$ cat config.mk
export PLATFORM = sky130hd
export DESIGN_NAME = lcd_mono_timing
export DESIGN_NICKNAME = d
export VERILOG_FILES = /design/src/rtl/lcd_mono_pkg.sv /design/src/rtl/lcd_cfg_shadow.sv /design/src/rtl/lcd_timebase.sv /design/src/rtl/lcd_strobe_gen.sv /design/src/rtl/lcd_pixel_path.sv /design/src/rtl/lcd_mono_timing.sv
export SDC_FILE = /design/constraint.sdc
export NUM_CORES = 1
export LEC_CHECK = 0
export ABC_AREA = 0
export ABC_CLOCK_PERIOD_IN_PS = 4700
export BUFFER_PORTS_ARGS = -buffer_cell sky130_fd_sc_hd__buf_4
export CAP_MARGIN = 15
export CORE_MARGIN = 2
export CORE_UTILIZATION = 55
export DETAILED_ROUTE_END_ITERATION = 12
export GPL_TIMING_DRIVEN = 0
export PLACE_DENSITY = 0.83
export SYNTH_ARGS = -nofsm -noshare
export SYNTH_HDL_FRONTEND = slang
export SYNTH_SLANG_ARGS = --single-unit
$ cat constraint.sdc
create_clock -name clk -period 4.7 [get_ports clk]
set_input_delay 0.47 -clock clk [delete_from_list [all_inputs] [get_ports clk]]
set_output_delay 0.47 -clock clk [all_outputs]
set_load 0.03 [all_outputs]
$ cat src/rtl/lcd_mono_pkg.sv
// Package: lcd_mono_pkg
// Fixed offsets of the panel timing, all in pixel-clock cycles, counted from
// the position at which the line strobe rises. Assumes SHIFT_PERIOD is a
// power of two.
package lcd_mono_pkg;
    localparam int LINE_STROBE_LEN = 9;   // cycles the line strobe stays high
    localparam int FRAME_EDGE      = 18;  // frame strobe toggle position
    localparam int SHIFT_START     = 32;  // first shift rise position
    localparam int SHIFT_PERIOD    = 8;   // shift clock period
    localparam int SHIFT_HIGH      = 4;   // high cycles per shift period
    localparam int MOD_EDGE        = 1;   // position at which MOD toggles
    localparam int ACT_UNIT_SHIFT  = 4;   // active width unit = 16 cycles
    localparam int BLANK_UNIT_SHIFT = 3;  // blanking unit = 8 cycles
    localparam int BLANK_EXTRA     = 4;   // fixed blanking units per line

    // Registered panel strobes produced together
    typedef struct packed {
        logic line;
        logic frame;
        logic shift;
    } strobe_t;
endpackage

$ cat src/rtl/lcd_cfg_shadow.sv
// Module: lcd_cfg_shadow
// Holds the working copy of the settings. The copy is loaded from the
// inputs during reset and whenever load is high (the last cycle of a
// frame), so a frame always runs with one consistent set.
module lcd_cfg_shadow #(
    parameter int SIZE_W = 6,
    parameter int NDP_W  = 5,
    parameter int LINE_W = 10
) (
    input  logic              clk,
    input  logic              rst_n,
    input  logic              load,
    input  logic [SIZE_W-1:0] in_size,
    input  logic [NDP_W-1:0]  in_ndp,
    input  logic [LINE_W-1:0] in_vlast,
    input  logic              in_mask,
    output logic [SIZE_W-1:0] sh_size,
    output logic [NDP_W-1:0]  sh_ndp,
    output logic [LINE_W-1:0] sh_vlast,
    output logic              sh_mask
);
    // Capture the settings at reset and at each frame boundary
    always_ff @(posedge clk) begin
        if (!rst_n || load) begin
            sh_size  <= in_size;
            sh_ndp   <= in_ndp;
            sh_vlast <= in_vlast;
            sh_mask  <= in_mask;
        end
    end
endmodule

$ cat src/rtl/lcd_timebase.sv
// Module: lcd_timebase
// Horizontal position counter and line counter. The module also decodes
// where in the line the active shift window lies. Assumes that
// H_W is wide enough for the longest line the settings allow.
module lcd_timebase
    import lcd_mono_pkg::*;
#(
    parameter int SIZE_W = 6,
    parameter int NDP_W  = 5,
    parameter int LINE_W = 10,
    parameter int H_W    = 11,
    parameter int PH_W   = 3
) (
    input  logic              clk,
    input  logic              rst_n,
    input  logic [SIZE_W-1:0] size,
    input  logic [NDP_W-1:0]  ndp,
    input  logic [LINE_W-1:0] vlast,
    output logic [H_W-1:0]    hpos,
    output logic [LINE_W-1:0] line,
    output logic [PH_W-1:0]   phase,
    output logic              in_act,
    output logic              fetch,
    output logic              frame_end
);
    localparam logic [H_W-1:0]    H_ONE    = H_W'(1);
    localparam logic [H_W-1:0]    H_BLANKX = H_W'(BLANK_EXTRA);
    localparam logic [H_W-1:0]    H_START  = H_W'(SHIFT_START);
    localparam logic [LINE_W-1:0] L_ONE    = LINE_W'(1);

    logic [H_W-1:0] line_len;
    logic [H_W-1:0] act_end;
    logic           line_end;

    // Line length and end of the active window for the working settings
    always_comb begin
        line_len = ((H_W'(size) + H_ONE) << ACT_UNIT_SHIFT)
                 + ((H_W'(ndp) + H_BLANKX) << BLANK_UNIT_SHIFT);
        act_end  = H_START + ((H_W'(size) + H_ONE) << ACT_UNIT_SHIFT);
    end

    // Window and boundary decode of the current position
    always_comb begin
        phase     = hpos[PH_W-1:0];
        in_act    = (hpos >= H_START) && (hpos < act_end);
        fetch     = in_act && (phase == '0);
        line_end  = (hpos == line_len - H_ONE);
        frame_end = line_end && (line == vlast);
    end

    // Advance position and line, wrapping at line and frame ends
    always_ff @(posedge clk) begin
        if (!rst_n) begin
            hpos <= '0;
            line <= '0;
        end else if (line_end) begin
            hpos <= '0;
            line <= frame_end ? '0 : line + L_ONE;
        end else begin
            hpos <= hpos + H_ONE;
        end
    end
endmodule

$ cat src/rtl/lcd_strobe_gen.sv
// Module: lcd_strobe_gen
// Turns the position and line into the registered line, frame and shift
// strobes and the MOD signal. Every strobe passes through one register,
// so all of them lag the counter by exactly one cycle.
module lcd_strobe_gen
    import lcd_mono_pkg::*;
#(
    parameter int LINE_W = 10,
    parameter int H_W    = 11,
    parameter int PH_W   = 3
) (
    input  logic              clk,
    input  logic              rst_n,
    input  logic [H_W-1:0]    hpos,
    input  logic [LINE_W-1:0] line,
    input  logic [LINE_W-1:0] vlast,
    input  logic [PH_W-1:0]   phase,
    input  logic              in_act,
    input  logic              mask,
    output strobe_t           strobe,
    output logic              mod
);
    localparam logic [H_W-1:0]  H_LINE_LEN = H_W'(LINE_STROBE_LEN);
    localparam logic [H_W-1:0]  H_FRAME    = H_W'(FRAME_EDGE);
    localparam logic [H_W-1:0]  H_MOD      = H_W'(MOD_EDGE);
    localparam logic [PH_W-1:0] P_HIGH     = PH_W'(SHIFT_HIGH);

    strobe_t nxt;
    logic    phase_high;

    // Next strobe values from the current position
    always_comb begin
        phase_high = (phase < P_HIGH);
        nxt.line   = (hpos < H_LINE_LEN);
        nxt.frame  = ((line == vlast) && (hpos >= H_FRAME))
                   || ((line == '0) && (hpos < H_FRAME));
        nxt.shift  = phase_high && (in_act || !mask);
    end

    // Register the strobes and toggle MOD once per line
    always_ff @(posedge clk) begin
        if (!rst_n) begin
            strobe <= '0;
            mod    <= 1'b0;
        end else begin
            strobe <= nxt;
            if (hpos == H_MOD) mod <= !mod;
        end
    end
endmodule

$ cat src/rtl/lcd_pixel_path.sv
// Module: lcd_pixel_path
// Takes one byte per fetch slot from the ready/valid source and holds it on
// the panel bus for a full shift period. A missing byte leaves the bus
// unchanged and sets the sticky underrun flag.
module lcd_pixel_path #(
    parameter int DATA_W = 8
) (
    input  logic              clk,
    input  logic              rst_n,
    input  logic              fetch,
    input  logic [DATA_W-1:0] pix_data,
    input  logic              pix_valid,
    output logic              pix_ready,
    output logic [DATA_W-1:0] bus,
    output logic              underrun
);
    // Offer the slot to the source exactly in fetch cycles
    always_comb pix_ready = fetch;

    // Capture the byte or flag its absence
    always_ff @(posedge clk) begin
        if (!rst_n) begin
            bus      <= '0;
            underrun <= 1'b0;
        end else if (fetch) begin
            if (pix_valid) bus <= pix_data;
            else           underrun <= 1'b1;
        end
    end
endmodule

$ cat src/rtl/lcd_mono_timing.sv
// Module: lcd_mono_timing (top)
// Timing generator for a passive monochrome panel with an 8-bit data bus.
// It chains the settings shadow, the counters, the strobe registers and the
// pixel path. Assumes that clk is the pixel clock and that the reset is
// synchronous and active low.
module lcd_mono_timing
    import lcd_mono_pkg::*;
#(
    parameter int SIZE_W = 6,
    parameter int NDP_W  = 5,
    parameter int LINE_W = 10,
    parameter int DATA_W = 8
) (
    input  logic              clk,
    input  logic              rst_n,
    input  logic [SIZE_W-1:0] cfg_hsize,
    input  logic [NDP_W-1:0]  cfg_hndp,
    input  logic [LINE_W-1:0] cfg_vlast,
    input  logic              cfg_smask,
    input  logic [DATA_W-1:0] pix_data,
    input  logic              pix_valid,
    output logic              pix_ready,
    output logic              lcd_line,
    output logic              lcd_frame,
    output logic              lcd_shift,
    output logic              lcd_mod,
    output logic [DATA_W-1:0] lcd_data,
    output logic              underrun
);
    localparam int MAX_LINE = (2 ** SIZE_W) * (1 << ACT_UNIT_SHIFT)
                            + (2 ** NDP_W + BLANK_EXTRA - 1) * (1 << BLANK_UNIT_SHIFT);
    localparam int H_W  = $clog2(MAX_LINE + 1);
    localparam int PH_W = $clog2(SHIFT_PERIOD);

    logic [SIZE_W-1:0] sh_size;
    logic [NDP_W-1:0]  sh_ndp;
    logic [LINE_W-1:0] sh_vlast;
    logic              sh_mask;
    logic [H_W-1:0]    hpos;
    logic [LINE_W-1:0] line;
    logic [PH_W-1:0]   phase;
    logic              in_act;
    logic              fetch;
    logic              frame_end;
    strobe_t           strobe;

    lcd_cfg_shadow #(.SIZE_W(SIZE_W), .NDP_W(NDP_W), .LINE_W(LINE_W)) u_shadow (
        .clk(clk), .rst_n(rst_n), .load(frame_end),
        .in_size(cfg_hsize), .in_ndp(cfg_hndp), .in_vlast(cfg_vlast), .in_mask(cfg_smask),
        .sh_size(sh_size), .sh_ndp(sh_ndp), .sh_vlast(sh_vlast), .sh_mask(sh_mask)
    );

    lcd_timebase #(.SIZE_W(SIZE_W), .NDP_W(NDP_W), .LINE_W(LINE_W), .H_W(H_W), .PH_W(PH_W)) u_time (
        .clk(clk), .rst_n(rst_n), .size(sh_size), .ndp(sh_ndp), .vlast(sh_vlast),
        .hpos(hpos), .line(line), .phase(phase), .in_act(in_act), .fetch(fetch),
        .frame_end(frame_end)
    );

    lcd_strobe_gen #(.LINE_W(LINE_W), .H_W(H_W), .PH_W(PH_W)) u_strobe (
        .clk(clk), .rst_n(rst_n), .hpos(hpos), .line(line), .vlast(sh_vlast),
        .phase(phase), .in_act(in_act), .mask(sh_mask), .strobe(strobe), .mod(lcd_mod)
    );

    lcd_pixel_path #(.DATA_W(DATA_W)) u_pix (
        .clk(clk), .rst_n(rst_n), .fetch(fetch), .pix_data(pix_data),
        .pix_valid(pix_valid), .pix_ready(pix_ready), .bus(lcd_data), .underrun(underrun)
    );

    // Unpack the registered strobes onto the panel pins
    always_comb begin
        lcd_line  = strobe.line;
        lcd_frame = strobe.frame;
        lcd_shift = strobe.shift;
    end
endmodule

==> reports/metrics.json, run 1 <==
{
  "run_status": {"value": "finished clean"},
  "synth.area.top_cells": {"value": "dfxtp_1 21%, edfxtp_1 21%, ha_1 9.4%"},
  "route.antenna.remaining_nets": {"value": 0},
  "area_of_the_die": {"value": 6410, "unit": "µm²"},
  "synthDominantCellAreaShare": {"value": 21.4, "unit": "%"},
  "grt_max_degree": {"value": 23},
  "postSynthRegisterBits": {"value": 56},
  "post_cts_resized": {"value": 0},
  "synth_area_per_cell": {"value": 9.76, "unit": "µm²"},
  "placeableCoreArea": {"value": 5540, "unit": "µm²"},
  "ctsRootBufferMaster": {"value": "clkbuf_8"},
  "avgRoutedWirePerCell": {"value": 13.3, "unit": "µm"},
  "design.final.nets": {"value": 436},
  "finalWorstPathRequiredPeriod": {"value": 3.85, "unit": "ns"},
  "final_setup_skew": {"value": 0.0105, "unit": "ns"},
  "grt_antenna_before_repair": {"value": 0},
  "num_antenna_cells": {"value": 0},
  "postSynth.topFlopCell": {"value": "dfxtp_1"},
  "lkg_pwr": {"value": 1.55, "unit": "nW"},
  "multiInputGateArea": {"value": 1690, "unit": "µm²"},
  "yosysWarningCount": {"value": 0},
  "worst_setup_ep_type": {"value": "flop"},
  "syn_inst": {"value": 326},
  "dr.pass1.iters": {"value": 4},
  "number_of_port_buffers": {"value": 45},
  "synth.distinct_cells": {"value": 43},
  "max_slew.worst_pin.slew": {"value": 0.556, "unit": "ns"},
  "routed-via-count": {"value": 2460},
  "final_layout_size_suffix_gt1_share": {"value": 17.2, "unit": "%"},
  "synth.largest_area_cell": {"value": "dfxtp_1"},
  "io_pins": {"value": 47},
  "power.ir.vdd_worst": {"value": 0.178, "unit": "mV"},
  "ctsHtreeMaxLevel": {"value": 2},
  "rsz0062_at_grt": {"value": "false"},
  "insertion_delay": {"value": 0.31, "unit": "ns"},
  "setup_ws": {"value": 0.847, "unit": "ns"},
  "area_growth": {"value": 16.2, "unit": "%"},
  "drt-total-wl": {"value": 6.01, "unit": "mm"},
  "final-hold-violation-count": {"value": 0},
  "arrival_time_of_data_at_the_critical_path_endpoint": {"value": 3.80, "unit": "ns"},
  "chipHeight": {"value": 80.1, "unit": "µm"},
  "critPathRequiredTime": {"value": 4.65, "unit": "ns"},
  "p_per_area": {"value": 285, "unit": "nW/µm²"},
  "drt_iter0_markers": {"value": 177},
  "n_fill_cell": {"value": 438},
  "cts_tree": {"value": "built"},
  "worst_setup_path_start_kind": {"value": "flop"},
  "viasPerCell": {"value": 5.45},
  "whs": {"value": 0.328, "unit": "ns"},
  "clock_path_buffers": {"value": 2},
  "floorplan.die.width": {"value": 80.1, "unit": "µm"},
  "syn-num-nets": {"value": 384},
  "synth_area": {"value": 3180, "unit": "µm²"},
  "dp_hpwl": {"value": 4.49, "unit": "mm"},
  "placement_rows": {"value": 27},
  "sequential_area_share_after_synthesis": {"value": 42.1, "unit": "%"},
  "dp_worst_setup_slack": {"value": 0.821, "unit": "ns"},
  "setup_viol_count_final": {"value": 0},
  "drv_cap": {"value": 0},
  "total_power": {"value": 1.05, "unit": "mW"},
  "finalWeightedCongestion": {"value": 0.834},
  "grt_pass1_wl": {"value": 10.2, "unit": "mm"},
  "setup_tns": {"value": 0, "unit": "ns"},
  "slew_viol_final": {"value": 0},
  "cts_sinks": {"value": 56},
  "cts-buffers-inserted": {"value": 5},
  "slew_headroom": {"value": 62.9, "unit": "%"},
  "clk_pin_slew": {"value": 0.10, "unit": "ns"},
  "number_of_global_route_vias_before_repair": {"value": 2326},
  "global_route.usage.total": {"value": 20.4, "unit": "%"},
  "layout_worst_path_cycle_share": {"value": 82.0, "unit": "%"},
  "post_cts.repair.setup_buffers": {"value": 0},
  "clock.fmax": {"value": 0.260, "unit": "GHz"},
  "start_util": {"value": 57.5, "unit": "%"},
  "holdBufCountCts": {"value": 0},
  "ffs_w_async_s_r_synth": {"value": 0, "unit": "%"},
  "global_route.overflow_total": {"value": 0},
  "worstSetupPathType": {"value": "flop to flop"},
  "placed_area": {"value": 3610, "unit": "µm²"},
  "detail_route.drc_violations": {"value": 0},
  "area.sequential": {"value": 1340, "unit": "µm²"},
  "crit_fanout": {"value": 22},
  "synth_edf_count": {"value": 22},
  "worstHoldPathType": {"value": "input pin to flop"},
  "layout.cell_area.non_filler": {"value": 3700, "unit": "µm²"}
}
==> synthesized netlist by cell type, drive strengths merged, types with 2 or more instances <==
cell type and number:
clkbuf 7, inv 21, and4b 2, nand2b 3, o21a 3, and3 11, a21oi 6, mux2i 11
xnor2 24, nand3b 11, xor2 17, nor4 5, o22ai 2, ha 24, nand2 27, nor2b 6
nand4 6, nand3 14, buf 8, o311ai 8, a21o 3, o211ai 2, edfxtp 22, a31oi 2
nor2 27, dfxtp 34, o21ai 11
==> kinds of logic (layout without fill, tap and decap cells) <==
family	Yosys count	in the layout	synth area share, %
multiplexers	11	11	3.46
AND/OR/NAND/NOR	115	115	18.9
XOR/XNOR	41	41	11.3
buffers and inverters	36	89	4.91
AO/OA/AOI/OAI	42	42	9.20
flip-flops	56	56	42.1
adder cells (fa/ha/maj)	25	25	10.1
==> worst paths after layout <==
path	from	endpoint	slack, ns	depth (start not counted)
min	cfg_vlast[3]	u_shadow.sh_vlast[3]$_DFFE_PP_	0.33	1
max reg2reg	u_shadow.sh_size[0]$_DFFE_PP_	u_shadow.sh_ndp[4]$_DFFE_PP_	0.85	11
min reg2reg	u_shadow.sh_mask$_DFFE_PP_	u_strobe.strobe[0]$_SDFF_PN0_	0.42	1
max	u_shadow.sh_size[0]$_DFFE_PP_	u_shadow.sh_ndp[4]$_DFFE_PP_	0.85	11
==> sequential cells by signal (all words and copies together), names as in the netlist <==
name               cells
u_time.line           10
u_pix.underrun         1
u_shadow.sh_mask       1
u_shadow.sh_ndp        5
u_strobe.strobe        3
u_time.hpos           11
u_shadow.sh_size       6
u_pix.bus              8
u_shadow.sh_vlast     10
u_strobe.mod           1
==> cells in the final DEF (no fill, tap or decap), types with 6 or more instances in the layout <==
cell type and n:
xnor2_1 24, clkbuf_1 8, and3_1 11, nand3_1 14, inv_1 21, xor2_1 17
o21ai_1 9, nand4_1 6, buf_4 47, mux2i_1 11, o311ai_1 8, nand2_1 27
dfxtp_1 34, a21oi_1 6, nor2_1 26, nand3b_1 11, ha_1 24, edfxtp_1 22
nor2b_1 6
==> stage by stage <==
stage               cells  util, %
floorplan             326        -
global placement      443     65.2
detailed placement    443     65.2
CTS                   451     66.7
global route          451     66.7
finish                451     66.7
==> power by group <==
group | total, mW | leakage [nW] | switching, mW | internal (mW)
Combinational | 0.252 | 1.02 | 0.134 | 0.118
Clock | 0.261 | 0.0454 | 0.152 | 0.109
Sequential | 0.542 | 0.491 | 0.0151 | 0.526
Total | 1.05 | 1.55 | 0.301 | 0.753
==> worst max-delay path, cell delays in order (launching register included) <==
cell	delay [ns]
edfxtp_1	0.55
ha_1	0.47
xor2_1	0.23
inv_1	0.09
fa_1	0.55
xor2_1	0.15
nand3_1	0.10
nor4_2	0.26
nand4_1	0.17
buf_2	0.22
nor2_2	0.17
a21bo_2	0.52
==> metal layers <==
| metal | track usage (%) | up-vias | share of wire, % |
|---|---|---|---|
| met1 | 26.0 | 1124 | 45 |
| met3 | 3.71 | 7 | 6.5 |
| met2 | 35.4 | 84 | 48 |
| met5 | 0 | - | 0 |
| met4 | 6.10 | 0 | 1.2 |
| li1 | - | 1245 | - |
==> final cells by class <==
type | count | share of cell area [%]
inverters | 21 | 2.13
multi-input cells | 234 | 45.6
flip-flops and latches | 56 | 36.3
clock buffers | 7 | 2.10
plain buffers | 15 | 2.10
well taps | 72 | 2.44
clock inverters | 1 | 0.237
repair buffers | 45 | 9.14
Power figures use the tool's default switching activity.
==> run 2: changes to the inputs <==
--- a/config.mk
+++ b/config.mk
@@ -6,7 +6,7 @@
 export NUM_CORES = 1
 export LEC_CHECK = 0
 export ABC_AREA = 0
-export ABC_CLOCK_PERIOD_IN_PS = 4700
+export ABC_CLOCK_PERIOD_IN_PS = 4000
 export BUFFER_PORTS_ARGS = -buffer_cell sky130_fd_sc_hd__buf_4
 export CAP_MARGIN = 15
 export CORE_MARGIN = 2
==> constraint.sdc (replaced) <==
create_clock -name clk -period 4 [get_ports clk]
set_input_delay 0.4 -clock clk [delete_from_list [all_inputs] [get_ports clk]]
set_output_delay 0.4 -clock clk [all_outputs]
set_load 0.03 [all_outputs]
==> run 2 against run 1 <==
  * Clock power is 17% higher
  * Via count hardly changed
  * Sequential share of layout area is 0.061 points lower
  * Power is 18% higher
  * Routed wire length is 0.28% higher
  * Final cell count stayed put
  * Global-route usage stayed put
  * First-iteration DRC count is 18% higher
  * Hold slack worse by 0.069 ns
  * Worst setup slack worse by 0.54 ns
  * Register-to-register slack worse by 0.54 ns
==> reports/metrics.json, run 2 (synthesis results as in run 1) <==
{
  "run_status": {"value": "finished clean"},
  "arrival_time_of_data_at_the_critical_path_endpoint": {"value": 3.67, "unit": "ns", "change": "-0.13 ns"},
  "clockPowerShare": {"value": 24.7, "unit": "%", "change": "about the same"},
  "reg_top3": {"value": "u_time.hpos (11), u_shadow.sh_vlast (10), u_time.line (10)"},
  "lkg_pwr": {"value": 1.55, "unit": "nW", "change": "+0.12%"},
  "final-hold-violation-count": {"value": 0, "change": "unchanged"},
  "dr.pass1.iters": {"value": 4, "change": "unchanged"},
  "p_per_area": {"value": 335, "unit": "nW/µm²", "change": "+17%"},
  "rsz0062_at_grt": {"value": "false"},
  "total_power": {"value": 1.24, "unit": "mW", "change": "+18%"},
  "layout_worst_path_cycle_share": {"value": 92.2, "unit": "%", "change": "+10 points"},
  "area.sequential": {"value": 1340, "unit": "µm²", "change": "unchanged"},
  "avgRoutedWirePerCell": {"value": 13.4, "unit": "µm", "change": "+0.28%"},
  "slew_viol_final": {"value": 0, "change": "unchanged"},
  "max_slew.worst_pin.slew": {"value": 0.462, "unit": "ns", "change": "-0.0948 ns"},
  "global_route.usage.total": {"value": 20.4, "unit": "%", "change": "unchanged"},
  "dp_hpwl": {"value": 4.49, "unit": "mm", "change": "unchanged"},
  "viasPerCell": {"value": 5.46, "change": "about the same"},
  "critPathRequiredTime": {"value": 3.98, "unit": "ns", "change": "-0.67 ns"},
  "multiInputGateArea": {"value": 1690, "unit": "µm²", "change": "+0.37%"},
  "placeableCoreArea": {"value": 5540, "unit": "µm²", "change": "unchanged"},
  "fraction_of_power_consumed_by_sequential_logic": {"value": 51.3, "unit": "%", "change": "about the same"},
  "regMostFlops": {"value": "u_time.hpos"},
  "worst_setup_path_start_kind": {"value": "flop"},
  "drt-total-wl": {"value": 6.03, "unit": "mm", "change": "+0.28%"},
  "power.ir.vdd_worst": {"value": 0.209, "unit": "mV", "change": "+17%"},
  "clock.fmax": {"value": 0.271, "unit": "GHz", "change": "+4.4%"},
  "finalCoreUtilization": {"value": 66.8, "unit": "%", "change": "+0.11 points"},
  "chipHeight": {"value": 80.1, "unit": "µm", "change": "unchanged"},
  "placed_area": {"value": 3610, "unit": "µm²", "change": "unchanged"},
  "intPower": {"value": 0.885, "unit": "mW", "change": "+18%"},
  "start_util": {"value": 57.5, "unit": "%", "change": "unchanged"},
  "number_of_global_route_vias_before_repair": {"value": 2326, "change": "unchanged"},
  "design.final.nets": {"value": 436, "change": "unchanged"},
  "finalWorstPathRequiredPeriod": {"value": 3.69, "unit": "ns", "change": "-0.164 ns"},
  "final_setup_skew": {"value": 0.00981, "unit": "ns", "change": "-0.000653 ns"},
  "number_of_port_buffers": {"value": 45, "change": "unchanged"},
  "drt_iter0_markers": {"value": 208, "change": "+18%"},
  "cts-buffers-inserted": {"value": 5, "change": "unchanged"},
  "final_cell_mix": {"value": "47 x buf_4, 34 x dfxtp_1, 27 x nand2_1"},
  "floorplan.die.width": {"value": 80.1, "unit": "µm", "change": "unchanged"},
  "grt_max_degree": {"value": 23, "change": "unchanged"},
  "crit_fanout": {"value": 22, "change": "unchanged"},
  "p_sw_share": {"value": 28.6, "unit": "%", "change": "about the same"},
  "cts_sinks": {"value": 56, "change": "unchanged"},
  "layout.cells.most_common": {"value": "buf_4"},
  "setup_tns": {"value": 0, "unit": "ns", "change": "unchanged"},
  "grt_antenna_before_repair": {"value": 0, "change": "unchanged"},
  "area_growth": {"value": 16.4, "unit": "%"},
  "worst_setup_ep_type": {"value": "flop"},
  "final_layout_size_suffix_gt1_share": {"value": 17.2, "unit": "%", "change": "unchanged"},
  "global_route.overflow_total": {"value": 0, "change": "unchanged"},
  "post_cts.repair.setup_buffers": {"value": 0, "change": "unchanged"},
  "power.switching": {"value": 0.354, "unit": "mW", "change": "+18%"},
  "io_pins": {"value": 47, "change": "unchanged"},
  "placement_rows": {"value": 27, "change": "unchanged"},
  "num_antenna_cells": {"value": 0, "change": "unchanged"},
  "worstHoldPathType": {"value": "input pin to flop"},
  "setup_viol_count_final": {"value": 0, "change": "unchanged"},
  "slew_headroom": {"value": 69.2, "unit": "%", "change": "+6.3 points"},
  "insertion_delay": {"value": 0.31, "unit": "ns", "change": "about the same"},
  "detail_route.drc_violations": {"value": 0, "change": "unchanged"},
  "layout.cell_area.non_filler": {"value": 3700, "unit": "µm²", "change": "+0.17%"},
  "clk_pin_slew": {"value": 0.10, "unit": "ns", "change": "about the same"},
  "ctsRootBufferMaster": {"value": "clkbuf_8"},
  "routed-via-count": {"value": 2461, "change": "+0.041%"},
  "largest_register_ff_count": {"value": 11, "change": "unchanged"},
  "worstSetupPathType": {"value": "flop to flop"},
  "power.share.combinational": {"value": 23.9, "unit": "%", "change": "about the same"},
  "whs": {"value": 0.259, "unit": "ns", "change": "-0.0690 ns"},
  "route.antenna.remaining_nets": {"value": 0, "change": "unchanged"},
  "ctsHtreeMaxLevel": {"value": 2, "change": "unchanged"},
  "n_fill_cell": {"value": 436, "change": "-0.46%"},
  "drv_cap": {"value": 0, "change": "unchanged"},
  "grt_pass1_wl": {"value": 10.2, "unit": "mm", "change": "unchanged"},
  "cts_tree": {"value": "built"},
  "clock_path_buffers": {"value": 2, "change": "unchanged"},
  "area_of_the_die": {"value": 6410, "unit": "µm²", "change": "unchanged"},
  "finalWeightedCongestion": {"value": 0.834, "change": "unchanged"}
}
-- run 2: repair_timing --
action,in CTS,in global routing
hold buffers,0,0
resized for setup,0,1
endpoints found under the setup margin,0,22
-- run 2: critical path, cell delays in order (launching register included) --
cell      delay, ns
edfxtp_1       0.55
ha_1           0.47
xor2_1         0.23
inv_1          0.09
fa_1           0.55
xor2_1         0.15
nand3_1        0.10
nor4_2         0.26
nand4_1        0.16
buf_2          0.22
nor2_2         0.19
a21bo_4        0.37
-- run 2: final timing paths --
kind                                 startpoint                              to  slack [ns]  cells after the start
hold reg to reg      u_shadow.sh_mask$_DFFE_PP_   u_strobe.strobe[0]$_SDFF_PN0_        0.42                      1
hold / removal                     cfg_vlast[3]  u_shadow.sh_vlast[3]$_DFFE_PP_        0.26                      1
setup reg to reg  u_shadow.sh_size[0]$_DFFE_PP_   u_shadow.sh_size[2]$_DFFE_PP_        0.31                     11
setup / recovery  u_shadow.sh_size[0]$_DFFE_PP_   u_shadow.sh_size[2]$_DFFE_PP_        0.31                     11
-- run 2: per-stage QoR --
stage	worst slack [ns]	cells
detailed placement	0.121	443
floorplan	0.693	326
global route	0.0375	451
finish	0.311	451
global placement	0.171	443
CTS	0.0992	451
-- run 2: layout make-up --
type / count / share of cell area, %
buffer: 15 / 2.09
clock buffer: 7 / 2.09
clock inverter: 1 / 0.236
inverter: 21 / 2.13
multi-input combinational: 234 / 45.7
sequential: 56 / 36.2
tap: 72 / 2.43
timing repair buffer: 45 / 9.12
-- run 2: per-layer routing --
metal | track usage, % | vias to the layer above | share of wire, % | wire (µm)
li1 | - | 1246 | - | -
met1 | 26.0 | 1135 | 46 | 2750
met2 | 35.4 | 75 | 48 | 2870
met3 | 3.71 | 5 | 5.8 | 348
met4 | 6.10 | 0 | 1.0 | 60
met5 | 0 | - | 0 | 0
-- run 2: power by group through the flow --
stage / Sequential [mW] / Combinational, mW / Clock, mW
floorplan: 0.652 / 0.217 / 0
global placement: 0.648 / 0.284 / 0
detailed placement: 0.650 / 0.295 / 0
CTS: 0.636 / 0.298 / 0.314
global route: 0.640 / 0.334 / 0.341
finish: 0.636 / 0.297 / 0.306
==> run 3: changes to the inputs <==
--- a/config.mk
+++ b/config.mk
@@ -10,10 +10,11 @@
 export BUFFER_PORTS_ARGS = -buffer_cell sky130_fd_sc_hd__buf_4
 export CAP_MARGIN = 15
 export CORE_MARGIN = 2
-export CORE_UTILIZATION = 55
+export CORE_UTILIZATION = 40
 export DETAILED_ROUTE_END_ITERATION = 12
 export GPL_TIMING_DRIVEN = 0
-export PLACE_DENSITY = 0.83
+export HOLD_SLACK_MARGIN = 0.12
+export PLACE_DENSITY = 0.65
 export SYNTH_ARGS = -nofsm -noshare
 export SYNTH_HDL_FRONTEND = slang
 export SYNTH_SLANG_ARGS = --single-unit
==> run 3 against run 2 <==
  * Maximum frequency increased by 0.91%
  * Routed wire length grew 1.9%
  * Critical path depth unchanged
  * Sequential power barely moved
  * Clock skew fell by 0.0013 ns
  * Design area increased by 1.6%
  * Hold slack got worse by 0.0052 ns
  * Non-clock buffer count increased by 3
  * First-iteration DRC count decreased by 55%
  * Core utilization shrank 18 points
  * Clock power rose by 1%
  * Final cell count is 7.3% higher
  * Critical path type unchanged
  * Largest cell class unchanged
==> reports/metrics.json, run 3 (synthesis results as in run 1) <==
{
  "run_status": {"value": "finished clean"},
  "detail_route.drc_violations": {"value": 0, "change": "unchanged"},
  "finalCoreUtilization": {"value": 48.7, "unit": "%", "change": "-18 points"},
  "reg2reg_to": {"value": "u_shadow.sh_ndp[1]$_DFFE_PP_"},
  "final_layout_size_suffix_gt1_share": {"value": 17.8, "unit": "%", "change": "+0.65 points"},
  "final_cell_mix": {"value": "50 x buf_4, 34 x dfxtp_1, 27 x nand2_1"},
  "floorplan.die.width": {"value": 93.2, "unit": "µm", "change": "+16%"},
  "cts_tree": {"value": "built"},
  "fin_cells": {"value": 484, "change": "+7.3%"},
  "max_slew.worst_pin.slew": {"value": 0.477, "unit": "ns", "change": "+0.0151 ns"},
  "cp_common_cell": {"value": "xor2_1"},
  "placement_rows": {"value": 32, "change": "+19%"},
  "timing.critical_path.slowest_cell_delay": {"value": 0.55, "unit": "ns", "change": "about the same"},
  "total_power": {"value": 1.24, "unit": "mW", "change": "+0.23%"},
  "worstHoldPathCells": {"value": 1, "change": "unchanged"},
  "critPathRequiredTime": {"value": 3.98, "unit": "ns", "change": "about the same"},
  "arrival_time_of_data_at_the_critical_path_endpoint": {"value": 3.64, "unit": "ns", "change": "-0.03 ns"},
  "layout.cells.most_common": {"value": "buf_4"},
  "cts-buffers-inserted": {"value": 5, "change": "unchanged"},
  "place.detailed.instances": {"value": 473, "change": "+6.8%"},
  "worst_path_cell_with_the_longest_stage_delay": {"value": "fa_1"},
  "holdPathEnd": {"value": "u_shadow.sh_vlast[5]$_DFFE_PP_"},
  "cp.depth": {"value": 11, "change": "unchanged"},
  "finalWeightedCongestion": {"value": 0.836, "change": "+0.24%"},
  "timing.critical_path.buf_inv": {"value": 2, "change": "unchanged"},
  "num_antenna_cells": {"value": 0, "change": "unchanged"},
  "finalWorstPathRequiredPeriod": {"value": 3.66, "unit": "ns", "change": "-0.0331 ns"},
  "slew_headroom": {"value": 67.9, "unit": "%", "change": "-1.3 points"},
  "final_setup_skew": {"value": 0.00850, "unit": "ns", "change": "-0.00131 ns"},
  "largest_register_ff_count": {"value": 11, "change": "unchanged"},
  "worstHoldPathType": {"value": "input pin to flop"},
  "clockPowerShare": {"value": 25.0, "unit": "%", "change": "+0.3 points"},
  "setup_tns": {"value": 0, "unit": "ns", "change": "unchanged"},
  "drv_cap": {"value": 0, "change": "unchanged"},
  "global_route.usage.total": {"value": 15.1, "unit": "%", "change": "-5.3 points"},
  "avgRoutedWirePerCell": {"value": 12.7, "unit": "µm", "change": "-5.1%"},
  "power.share.combinational": {"value": 23.9, "unit": "%", "change": "about the same"},
  "regMostFlops": {"value": "u_time.hpos"},
  "worstSetupPathType": {"value": "flop to flop"},
  "path_cells": {"value": "ha_1 -> xor2_1 -> inv_1 -> fa_1 -> xor2_1 -> nand3_1 -> nor4_2 -> nand4_1 -> buf_2 -> nor2_2 -> a21bo_4"},
  "design.final.nets": {"value": 439, "change": "+0.69%"},
  "clock.fmax": {"value": 0.274, "unit": "GHz", "change": "+0.91%"},
  "dp_hpwl": {"value": 4.52, "unit": "mm", "change": "+0.65%"},
  "area_growth": {"value": 18.2, "unit": "%"},
  "power.switching": {"value": 0.360, "unit": "mW", "change": "+1.6%"},
  "cts_sinks": {"value": 56, "change": "unchanged"},
  "area_of_the_die": {"value": 8690, "unit": "µm²", "change": "+35%"},
  "p_per_area": {"value": 330, "unit": "nW/µm²", "change": "-1.4%"},
  "grt_pass1_wl": {"value": 10.5, "unit": "mm", "change": "+2.8%"},
  "number_of_port_buffers": {"value": 45, "change": "unchanged"},
  "ctsRootBufferMaster": {"value": "clkbuf_8"},
  "placeableCoreArea": {"value": 7730, "unit": "µm²", "change": "+39%"},
  "routed-via-count": {"value": 2412, "change": "-2.0%"},
  "placed_area": {"value": 3650, "unit": "µm²", "change": "+1.0%"},
  "intPower": {"value": 0.882, "unit": "mW", "change": "-0.31%"},
  "dr.pass1.iters": {"value": 4, "change": "unchanged"},
  "slack_of_the_worst_reg_to_reg_path": {"value": 0.34, "unit": "ns", "change": "+0.03 ns"},
  "whs": {"value": 0.254, "unit": "ns", "change": "-0.00524 ns"},
  "dp_worst_setup_slack": {"value": 0.0622, "unit": "ns", "change": "-0.0588 ns"},
  "grt_max_degree": {"value": 23, "change": "unchanged"},
  "rsz0062_at_grt": {"value": "false"},
  "timing.critical_path.max_delay_family": {"value": "adder cells"},
  "worst_setup_path_start_kind": {"value": "flop"},
  "drt_iter0_markers": {"value": 93, "change": "-55%"},
  "clock_path_buffers": {"value": 2, "change": "unchanged"},
  "route.antenna.remaining_nets": {"value": 0, "change": "unchanged"},
  "insertion_delay": {"value": 0.31, "unit": "ns", "change": "about the same"},
  "clk_pin_slew": {"value": 0.10, "unit": "ns", "change": "about the same"},
  "fraction_of_power_consumed_by_sequential_logic": {"value": 51.1, "unit": "%", "change": "-0.2 points"},
  "hp-start": {"value": "cfg_vlast[5]"},
  "reg_top3": {"value": "u_time.hpos (11), u_shadow.sh_vlast (10), u_time.line (10)"},
  "layout_worst_path_cycle_share": {"value": 91.4, "unit": "%", "change": "-0.83 points"},
  "p_sw_share": {"value": 29.0, "unit": "%", "change": "+0.39 points"},
  "timing.reg2reg.worst_path_depth": {"value": 11, "change": "unchanged"},
  "number_of_global_route_vias_before_repair": {"value": 2294, "change": "-1.4%"},
  "ctsHtreeMaxLevel": {"value": 2, "change": "unchanged"},
  "grt_antenna_before_repair": {"value": 0, "change": "unchanged"},
  "setup_viol_count_final": {"value": 0, "change": "unchanged"},
  "layout.cell_area.non_filler": {"value": 3760, "unit": "µm²", "change": "+1.6%"},
  "worst_setup_ep_type": {"value": "flop"},
  "final-hold-violation-count": {"value": 0, "change": "unchanged"},
  "drt-total-wl": {"value": 6.14, "unit": "mm", "change": "+1.9%"},
  "slew_viol_final": {"value": 0, "change": "unchanged"},
  "power.ir.vdd_worst": {"value": 0.156, "unit": "mV", "change": "-25%"},
  "global_route.overflow_total": {"value": 0, "change": "unchanged"},
  "io_pins": {"value": 47, "change": "unchanged"},
  "setup_ws": {"value": 0.344, "unit": "ns", "change": "+0.0331 ns"},
  "lkg_pwr": {"value": 1.57, "unit": "nW", "change": "+0.96%"},
  "chipHeight": {"value": 93.2, "unit": "µm", "change": "+16%"},
  "r2r-start": {"value": "u_shadow.sh_size[1]$_DFFE_PP_"},
  "crit_fanout": {"value": 22, "change": "unchanged"},
  "viasPerCell": {"value": 4.98, "change": "-8.7%"},
  "start_util": {"value": 41.2, "unit": "%", "change": "-16 points"}
}
run 3: worst max-delay path by stage:
stage | startpoint | to | slack (ns)
after floorplan | u_shadow.sh_size[0]$_DFFE_PP_ | u_shadow.sh_mask$_DFFE_PP_ | 0.69
after global placement | u_shadow.sh_size[0]$_DFFE_PP_ | u_shadow.sh_ndp[0]$_DFFE_PP_ | 0.12
after detailed placement | u_shadow.sh_size[0]$_DFFE_PP_ | u_shadow.sh_ndp[1]$_DFFE_PP_ | 0.06
after CTS | u_shadow.sh_size[0]$_DFFE_PP_ | u_shadow.sh_ndp[1]$_DFFE_PP_ | 0.03
after global routing | u_shadow.sh_size[1]$_DFFE_PP_ | u_shadow.sh_ndp[2]$_DFFE_PP_ | 0.06
final | u_shadow.sh_size[1]$_DFFE_PP_ | u_shadow.sh_ndp[1]$_DFFE_PP_ | 0.34
run 3: final cells by class:
type	instances	area [µm²]
Inverter	21	78.8
Sequential cell	56	1340
Clock buffer	5	68.8
Fill cell	730	3960
Clock inverter	3	17.5
Tap cell	102	128
Buffer	15	77.6
Multi-Input combinational cell	234	1690
Timing Repair Buffer	48	360
run 3: repair_timing:
item	in CTS	in global routing
hold buffers	0	0
setup endpoints to repair	0	22
buffers inserted	0	3
resized for setup	0	1
run 3: layer usage:
layer  global-route usage [%]  vias to the layer above  wire (µm)
met5                        0                        -          0
met4                     5.15                        0         80
met3                     2.82                        6        285
met2                     25.1                       55       2860
met1                     19.9                     1103       2910
li1                         -                     1248          -
run 3: worst register-to-register path: stages, from the launching register on:
cell      delay, ns
edfxtp_1       0.52
ha_1           0.44
xor2_1         0.23
inv_1          0.09
fa_1           0.55
xor2_1         0.15
nand3_1        0.10
nor4_2         0.24
nand4_1        0.17
buf_2          0.23
nor2_2         0.22
a21bo_4        0.38
run 3: power by group through the flow:
stage	clock, mW	combinational (mW)	sequential (mW)
after global routing	0.348	0.337	0.638
after CTS	0.324	0.297	0.637
after floorplan	0	0.217	0.652
after global placement	0	0.289	0.649
final	0.310	0.297	0.635
after detailed placement	0	0.294	0.650
